$ cat src/rtl/csd_pkg.sv
package csd_pkg;

  // Canonical non-adjacent recoding of k: mask of positive (want_neg=0)
  // or negative (want_neg=1) digit positions.
  function automatic logic [63:0] naf_mask(input logic [63:0] k, input bit want_neg);
    logic [64:0] x;
    logic [63:0] m;
    x = {1'b0, k};
    m = '0;
    for (int i = 0; i < 64; i++) begin
      if (x[0]) begin
        if (x[1]) begin
          if (want_neg) m[i] = 1'b1;
          x = x + 65'd1;
        end else begin
          if (!want_neg) m[i] = 1'b1;
          x = x - 65'd1;
        end
      end
      x = x >> 1;
    end
    return m;
  endfunction

  function automatic int ones(input logic [63:0] m);
    int n;
    n = 0;
    for (int i = 0; i < 64; i++) n += int'(m[i]);
    return n;
  endfunction

  // Bit position of the n-th set bit (counting from zero, LSB first).
  function automatic int nth_set(input logic [63:0] m, input int n);
    int seen;
    int pos;
    seen = 0;
    pos  = 0;
    for (int i = 0; i < 64; i++) begin
      if (m[i]) begin
        if (seen == n) pos = i;
        seen++;
      end
    end
    return pos;
  endfunction

  // Operand count entering reduction level l.
  function automatic int lvl_count(input int n0, input int l);
    int n;
    n = n0;
    for (int j = 0; j < l; j++) n = 2 * (n / 3) + n % 3;
    return n;
  endfunction

  // First slot of level l in the flat operand bus.
  function automatic int lvl_base(input int n0, input int l);
    int b;
    b = 0;
    for (int j = 0; j < l; j++) b += lvl_count(n0, j);
    return b;
  endfunction

  // Number of compressors placed in the levels before l.
  function automatic int csa_base(input int n0, input int l);
    int b;
    b = 0;
    for (int j = 0; j < l; j++) b += lvl_count(n0, j) / 3;
    return b;
  endfunction

  function automatic int lvl_depth(input int n0);
    int n;
    int d;
    n = n0;
    d = 0;
    while (n > 2) begin
      n = 2 * (n / 3) + n % 3;
      d++;
    end
    return d;
  endfunction

endpackage

$ cat src/rtl/csd_term_gen.sv
module csd_term_gen
  import csd_pkg::*;
#(
  parameter int          IN_W      = 16,
  parameter int          K_W       = 16,
  parameter int          P_W       = 32,
  parameter int          NOP       = 2,
  parameter int          NT        = 0,
  parameter logic [63:0] NZ_M      = '0,
  parameter logic [63:0] NEG_M     = '0,
  parameter bit          SIGNED_IN = 1'b0
) (
  input  logic [IN_W-1:0]          a,
  output logic [NOP-1:0][P_W-1:0]  terms
);

  logic [P_W-1:0] ext;

  generate
    if (SIGNED_IN) begin : g_sext
      assign ext = {{K_W{a[IN_W-1]}}, a};
    end else begin : g_zext
      assign ext = {{K_W{1'b0}}, a};
    end

    for (genvar t = 0; t < NOP; t++) begin : g_term
      if (t < NT) begin : g_live
        localparam int SH  = nth_set(NZ_M, t);
        localparam bit NEG = NEG_M[SH];
        if (NEG) begin : g_neg
          // one's complement here; the +1 is supplied by a carry slot
          assign terms[t] = ~(ext << SH);
        end else begin : g_pos
          assign terms[t] = ext << SH;
        end
      end else begin : g_pad
        assign terms[t] = '0;
      end
    end
  endgenerate

endmodule

$ cat src/rtl/csd_csa.sv
module csd_csa #(
  parameter int W = 32
) (
  input  logic [W-1:0] x,
  input  logic [W-1:0] y,
  input  logic [W-1:0] z,
  input  logic         cin,
  output logic [W-1:0] s,
  output logic [W-1:0] c
);

  logic [W-2:0] maj;

  assign s   = x ^ y ^ z;
  assign maj = (x[W-2:0] & y[W-2:0]) | (x[W-2:0] & z[W-2:0]) | (y[W-2:0] & z[W-2:0]);
  // carry vector shifts up one place; its free LSB takes a correction bit
  assign c   = {maj, cin};

endmodule

$ cat src/rtl/csd_final_add.sv
module csd_final_add #(
  parameter int W = 32
) (
  input  logic [W-1:0] x,
  input  logic [W-1:0] y,
  input  logic         cin,
  output logic [W-1:0] sum
);

  assign sum = x + y + {{(W-1){1'b0}}, cin};

endmodule

$ cat src/rtl/csd_const_mult.sv
module csd_const_mult
  import csd_pkg::*;
#(
  parameter int             IN_W      = 16,
  parameter int             K_W       = 16,
  parameter logic [K_W-1:0] K         = 16'h3E3E,
  parameter bit             SIGNED_IN = 1'b0
) (
  input  logic [IN_W-1:0]     a,
  output logic [IN_W+K_W-1:0] p
);

  localparam int          P_W    = IN_W + K_W;
  localparam logic [63:0] POS_M  = naf_mask(64'(K), 1'b0);
  localparam logic [63:0] NEG_M  = naf_mask(64'(K), 1'b1);
  localparam logic [63:0] NZ_M   = POS_M | NEG_M;
  localparam int          NT     = ones(NZ_M);
  localparam int          N_NEG  = ones(NEG_M);
  localparam int          NOP    = (NT < 2) ? 2 : NT;
  localparam int          DEPTH  = lvl_depth(NOP);
  localparam int          NCSA   = NOP - 2;
  localparam int          TOT    = lvl_base(NOP, DEPTH + 1);
  localparam int          FIN    = lvl_base(NOP, DEPTH);
  localparam bit          FIN_CI = (N_NEG > NCSA);

  logic [TOT-1:0][P_W-1:0] bus;

  csd_term_gen #(
    .IN_W(IN_W), .K_W(K_W), .P_W(P_W), .NOP(NOP), .NT(NT),
    .NZ_M(NZ_M), .NEG_M(NEG_M), .SIGNED_IN(SIGNED_IN)
  ) u_terms (
    .a     (a),
    .terms (bus[NOP-1:0])
  );

  generate
    for (genvar l = 0; l < DEPTH; l++) begin : g_lvl
      localparam int N  = lvl_count(NOP, l);
      localparam int NG = N / 3;
      localparam int IB = lvl_base(NOP, l);
      localparam int OB = lvl_base(NOP, l + 1);
      localparam int CB = csa_base(NOP, l);

      for (genvar g = 0; g < NG; g++) begin : g_csa
        localparam bit CI = (CB + g < N_NEG);
        csd_csa #(.W(P_W)) u_csa (
          .x   (bus[IB + 3*g]),
          .y   (bus[IB + 3*g + 1]),
          .z   (bus[IB + 3*g + 2]),
          .cin (CI),
          .s   (bus[OB + 2*g]),
          .c   (bus[OB + 2*g + 1])
        );
      end

      for (genvar r = 0; r < N % 3; r++) begin : g_pass
        assign bus[OB + 2*NG + r] = bus[IB + 3*NG + r];
      end
    end
  endgenerate

  csd_final_add #(.W(P_W)) u_add (
    .x   (bus[FIN]),
    .y   (bus[FIN + 1]),
    .cin (FIN_CI),
    .sum (p)
  );

endmodule

$ cat config.mk
export PLATFORM = sky130hd
export DESIGN_NAME = csd_const_mult
export DESIGN_NICKNAME = d
export VERILOG_FILES = /design/src/rtl/csd_pkg.sv /design/src/rtl/csd_term_gen.sv /design/src/rtl/csd_csa.sv /design/src/rtl/csd_final_add.sv /design/src/rtl/csd_const_mult.sv
export SDC_FILE = /design/constraint.sdc
export NUM_CORES = 1
export LEC_CHECK = 0
export ABC_AREA = 1
export BUFFER_PORTS_ARGS = -buffer_cell sky130_fd_sc_hd__buf_4
export CAP_MARGIN = 25
export CORE_MARGIN = 3
export CORE_UTILIZATION = 40
export DETAILED_ROUTE_END_ITERATION = 6
export PLACE_DENSITY = 0.57
export RECOVER_POWER = 50
export SETUP_SLACK_MARGIN = 0.4
export SLEW_MARGIN = 20
export SYNTH_ARGS = -nofsm -noshare
export SYNTH_HDL_FRONTEND = slang
export SYNTH_SLANG_ARGS = --single-unit
$ cat constraint.sdc
create_clock -name vclk -period 3.63
set_input_delay 0.363 -clock vclk [all_inputs]
set_output_delay 0.363 -clock vclk [all_outputs]
set_load 0.03 [all_outputs]
; ---- After elaboration in Yosys (flattened, before gate mapping)
; Index checks and enable logic that the tools add are counted.
[word_totals]
register_bits = 0
input_bits = 16
wordCells = 17
output_inout_bits = 32
[classes]
bitwise_logic = 16
n_addsub = 1
[ops]
columns = op, count
row1 = bitwise OR 31 bit, 4
row2 = XOR 32 bit, 2
row3 = bitwise AND 31 x 30 -> 31 bit, 2
row4 = bitwise AND 31 bit, 2
row5 = adder 32 bit, 1
row6 = inverter 17 -> 32 bit, 1
row7 = inverter 25 -> 32 bit, 1
row8 = XOR 32 x 22 -> 32 bit, 1
row9 = XOR 32 x 30 -> 32 bit, 1
row10 = bitwise AND 22 x 31 -> 31 bit, 1
row11 = bitwise AND 31 x 22 -> 31 bit, 1

; ---- Depth between registers and ports, before layout
[depth]
ltp_word = 8
ltp_mapped = 15
mapped_depth_nobuf = 15

; ---- By module
; From an unflattened synthesis, not the netlist that was laid out.
[hier_totals]
hier_cells = 705
hier_area_um2 = 4614.4
[by_module_without_submodules]
columns = mod, area_per_inst_um2, seq_area_each_um2, cells_each, instances
row1 = csd_final_add, 2372.3, 0.0, 491, 1
row2 = csd_csa, 663.1, 0.0, 41, 2
row3 = csd_term_gen, 908.4, 0.0, 130, 1
row4 = csd_const_mult, 7.5, 0.0, 2, 1

; ---- Worst setup path after synthesis
; No wires, ideal clock.
[synth_timing]
path_kind = input port to output port
start = input a[15]
end = output p[17]
arrival_ps = 2805
slack_ps = 462
n_path_buf = 0
path_stages = 11
t_required_ps = 3267
cell_sequence = inv_1 -> fa_1 -> fa_1 -> ha_1 -> nand2_2 -> inv_2 -> nand2_1 -> nor3_2 -> nand2_1 -> nand2_1 -> xor2_1
[synth_via]
elab_chain_len = 7
word_cells_on_any_way = 14
classes_between = add/sub: 1 / bitwise: 13
[synth_rtl]
columns = item, line
row1 = from (decl), csd_const_mult.sv:9  ; input logic [IN_W-1:0] a,
row2 = inverter 17 -> 32 bit *, csd_term_gen.sv:32  ; assign terms[t] = ~(ext << SH);
row3 = "bitwise AND 31 x 22 -> 31 bit, or another cell as far along", csd_csa.sv:15  ; assign maj = (x[W-2:0] & y[W-2:0]) | (x[W-2:0] & z[W-2:0]) | (y[W-2:0] & z[W-2:0]);
row4 = bitwise OR 31 bit or XOR 32 bit (tied branches), "csd_csa.sv:15, csd_csa.sv:14"
row5 = "bitwise OR 31 bit, or another cell as far along", csd_csa.sv:15
row6 = XOR 32 bit or bitwise OR 31 bit (tied branches), "csd_csa.sv:14, csd_csa.sv:15"
row7 = XOR 32 x 30 -> 32 bit or bitwise OR 31 bit (tied branches), "csd_csa.sv:14, csd_csa.sv:15"
row8 = adder 32 bit *, csd_final_add.sv:10  ; assign sum = x + y + {{(W-1){1'b0}}, cin};
row9 = to (decl), csd_const_mult.sv:10  ; output logic [IN_W+K_W-1:0] p
; Mark *: on every way between the ends. The rest lies on a longest branch, timed or not.

; ---- Worst setup path in the final report
; Ends and elaborated chain as after synthesis.

==> flow_metrics.py <==
metrics = {
    "outcome": {
        "status": "complete, no violations",
    },
    "sta": {
        "min_period_ns": 3.232,
        "fin_ws_ns": 0.3980,
        "finalCritPeriodShare_pct": 89.04,
        "tns_ns": 0,
        "rsz0062_at_grt": "true",
        "fmaxAchievable_mhz": 309.4,
        "setup_violations": 0,
        "drv_slew": 0,
        "hold_violations": 0,
    },
    "cells_and_area": {
        "seq_area_um2": 0,
        "area_growth_pct": 25.39,
        "fin_util_pct": 52.86,
        "nFlopsAndLatches": 0,
        "final_cells": 702,
        "nNetsFinal": 691,
        "num_antenna_cells": 0,
        "drive_above_1_share_pct": 24.21,
        "n_clock_buffer": 0,
    },
    "routing": {
        "first_pass_iters": 5,
        "viasPerCell": 4.675,
        "ant_nets": 0,
        "wl_mm": 9.000,
        "vias": 3282,
        "drcViolationCount": 0,
        "routedWlPerCell_um": 12.82,
        "first_iter_violations": 231,
    },
    "logic_synthesis": {
        "ys_warn_count": 0,
        "synth_cells": 553,
        "syn_nets": 639,
        "syn-cell-area_mm2": 0.003139,
        "syn_avg_cell_area_um2": 5.677,
        "yosysMostFrequentCell": "nand2_1",
        "yosysUniqueCellTypes": 25,
        "yosys-top-cells-count": "189 x nand2_1, 147 x inv_1, 51 x ha_1, 30 x nor2_1, 25 x nand3_1",
        "ys_top_cells_by_area": "nand2_1 23%, ha_1 20%, inv_1 18%",
        "synth-seq-area-share_pct": 0,
        "synth_top_cell_area_share_pct": 22.60,
        "synth.largest_area_cell": "nand2_1",
    },
    "die": {
        "design.core.area_mm2": 0.007447,
        "die-area_mm2": 0.008947,
        "die_w_um": 94.59,
        "fp.dieH_um": 94.59,
        "rows": 31,
        "pin_count": 48,
        "initial_core_util_pct": 42.15,
    },
    "placed_design": {
        "dp_slack_ns": 0.1812,
        "place_congestion": 0.8873,
        "dp.cells": 698,
        "io_buffers": 47,
        "dp_hpwl_mm": 7.913,
    },
    "setup_path": {
        "cp_max_fo": 4,
        "start_kind": "input port",
        "path_class": "input port to output pin",
        "cp.required_ns": 3.27,
        "arrival_ns": 2.87,
        "cp-end-kind": "output pin",
    },
    "pwr": {
        "ir_drop_uv": 161.3,
        "leakage_nw": 2.369,
        "power.density_mw_per_mm2": 462.3,
    },
    "grt": {
        "grt_max_degree": 7,
        "grt_pass1_wl_mm": 14.59,
        "antenna_found_initial": 0,
        "grt-ovfl-total": 0,
        "first_global_vias": 3083,
        "grt_usage_pct": 20.41,
    },
    "flow_run": {
        "drv_cap": 0,
    },
    "worst_hold_path": {
        "hold_class": "input port to output pin",
    },
}
## cell families after synthesis
kind of cell / synth area share (%)
buffers and inverters: 18.65
adders and majority gates: 32.44
xor gates and xnor gates: 4.185
and+or+nand+nor: 39.90
other: 0.1195
AOI/OAI and AO/OA: 4.703
## timing repair
action                                  4_1_cts  5_1_grt
endpoints found under the setup margin       17       22
resized for setup                            11       83
hold buffers                                  0        0
gates cloned                                  0        0
pin swaps                                     1       33
buffers inserted                              2        2
## metal layers
layer	vias to the layer above	GRT usage, %	routed length (µm)
li1	1734	-	-
met1	1467	31.10	4642
met2	75	33.51	3939
met3	6	0.07968	316
met4	0	1.923	100
met5	-	0	0
## report_power, final
group	switching [mW]	leakage, nW	internal [mW]
Combinational	1.18	2.37	0.636
Sequential	0	0	0
Clock	0	0	0
Total	1.18	2.37	0.636
## layout make-up
cell class / instances / area, µm²
fill: 813 / 3511
multi-input combinational: 399 / 2841
inverter: 152 / 580.6
timing repair buffer: 52 / 390.4
tap: 99 / 123.9
## worst max-delay path, cell delays in order
cell	delay (ns)
buf_8	0.08
clkinvlp_4	0.12
fa_1	0.57
fa_1	0.46
ha_4	0.35
nand2_4	0.08
inv_4	0.07
nand2_4	0.06
nor3_4	0.20
nand2_1	0.07
nand2_1	0.08
xor2_1	0.17
buf_4	0.19
## per-stage QoR
| step | area (µm²) | hold slack (ns) | total power [mW] |
|---|---|---|---|
| floorplan | 3139 | 0.8577 | 1.135 |
| CTS | 3681 | 1.038 | 1.675 |
| global placement | 3608 | 1.039 | 1.621 |
| global route | 3936 | 1.054 | 2.001 |
| finish | 3936 | 1.046 | 1.820 |
| detailed placement | 3608 | 1.040 | 1.632 |
## path summary, 6_finish.rpt
path	from	endpoint	slack, ns	cells past startpoint
max	a[15]	p[17]	0.40	13
min	a[15]	p[30]	1.05	4
## cell usage in the layout, fill, tap and decap left out, types with 9 or more instances in the layout
master,n
nand2_1,166
inv_1,135
ha_1,38
nand2_2,36
buf_4,34
nor2_1,28
nand3_1,21
fa_1,19
inv_2,14
xor2_1,13
a21oi_1,10
ha_4,10
clkbuf_1,10
a21oi_2,9
Note: power is estimated with default switching activity, not from simulation.
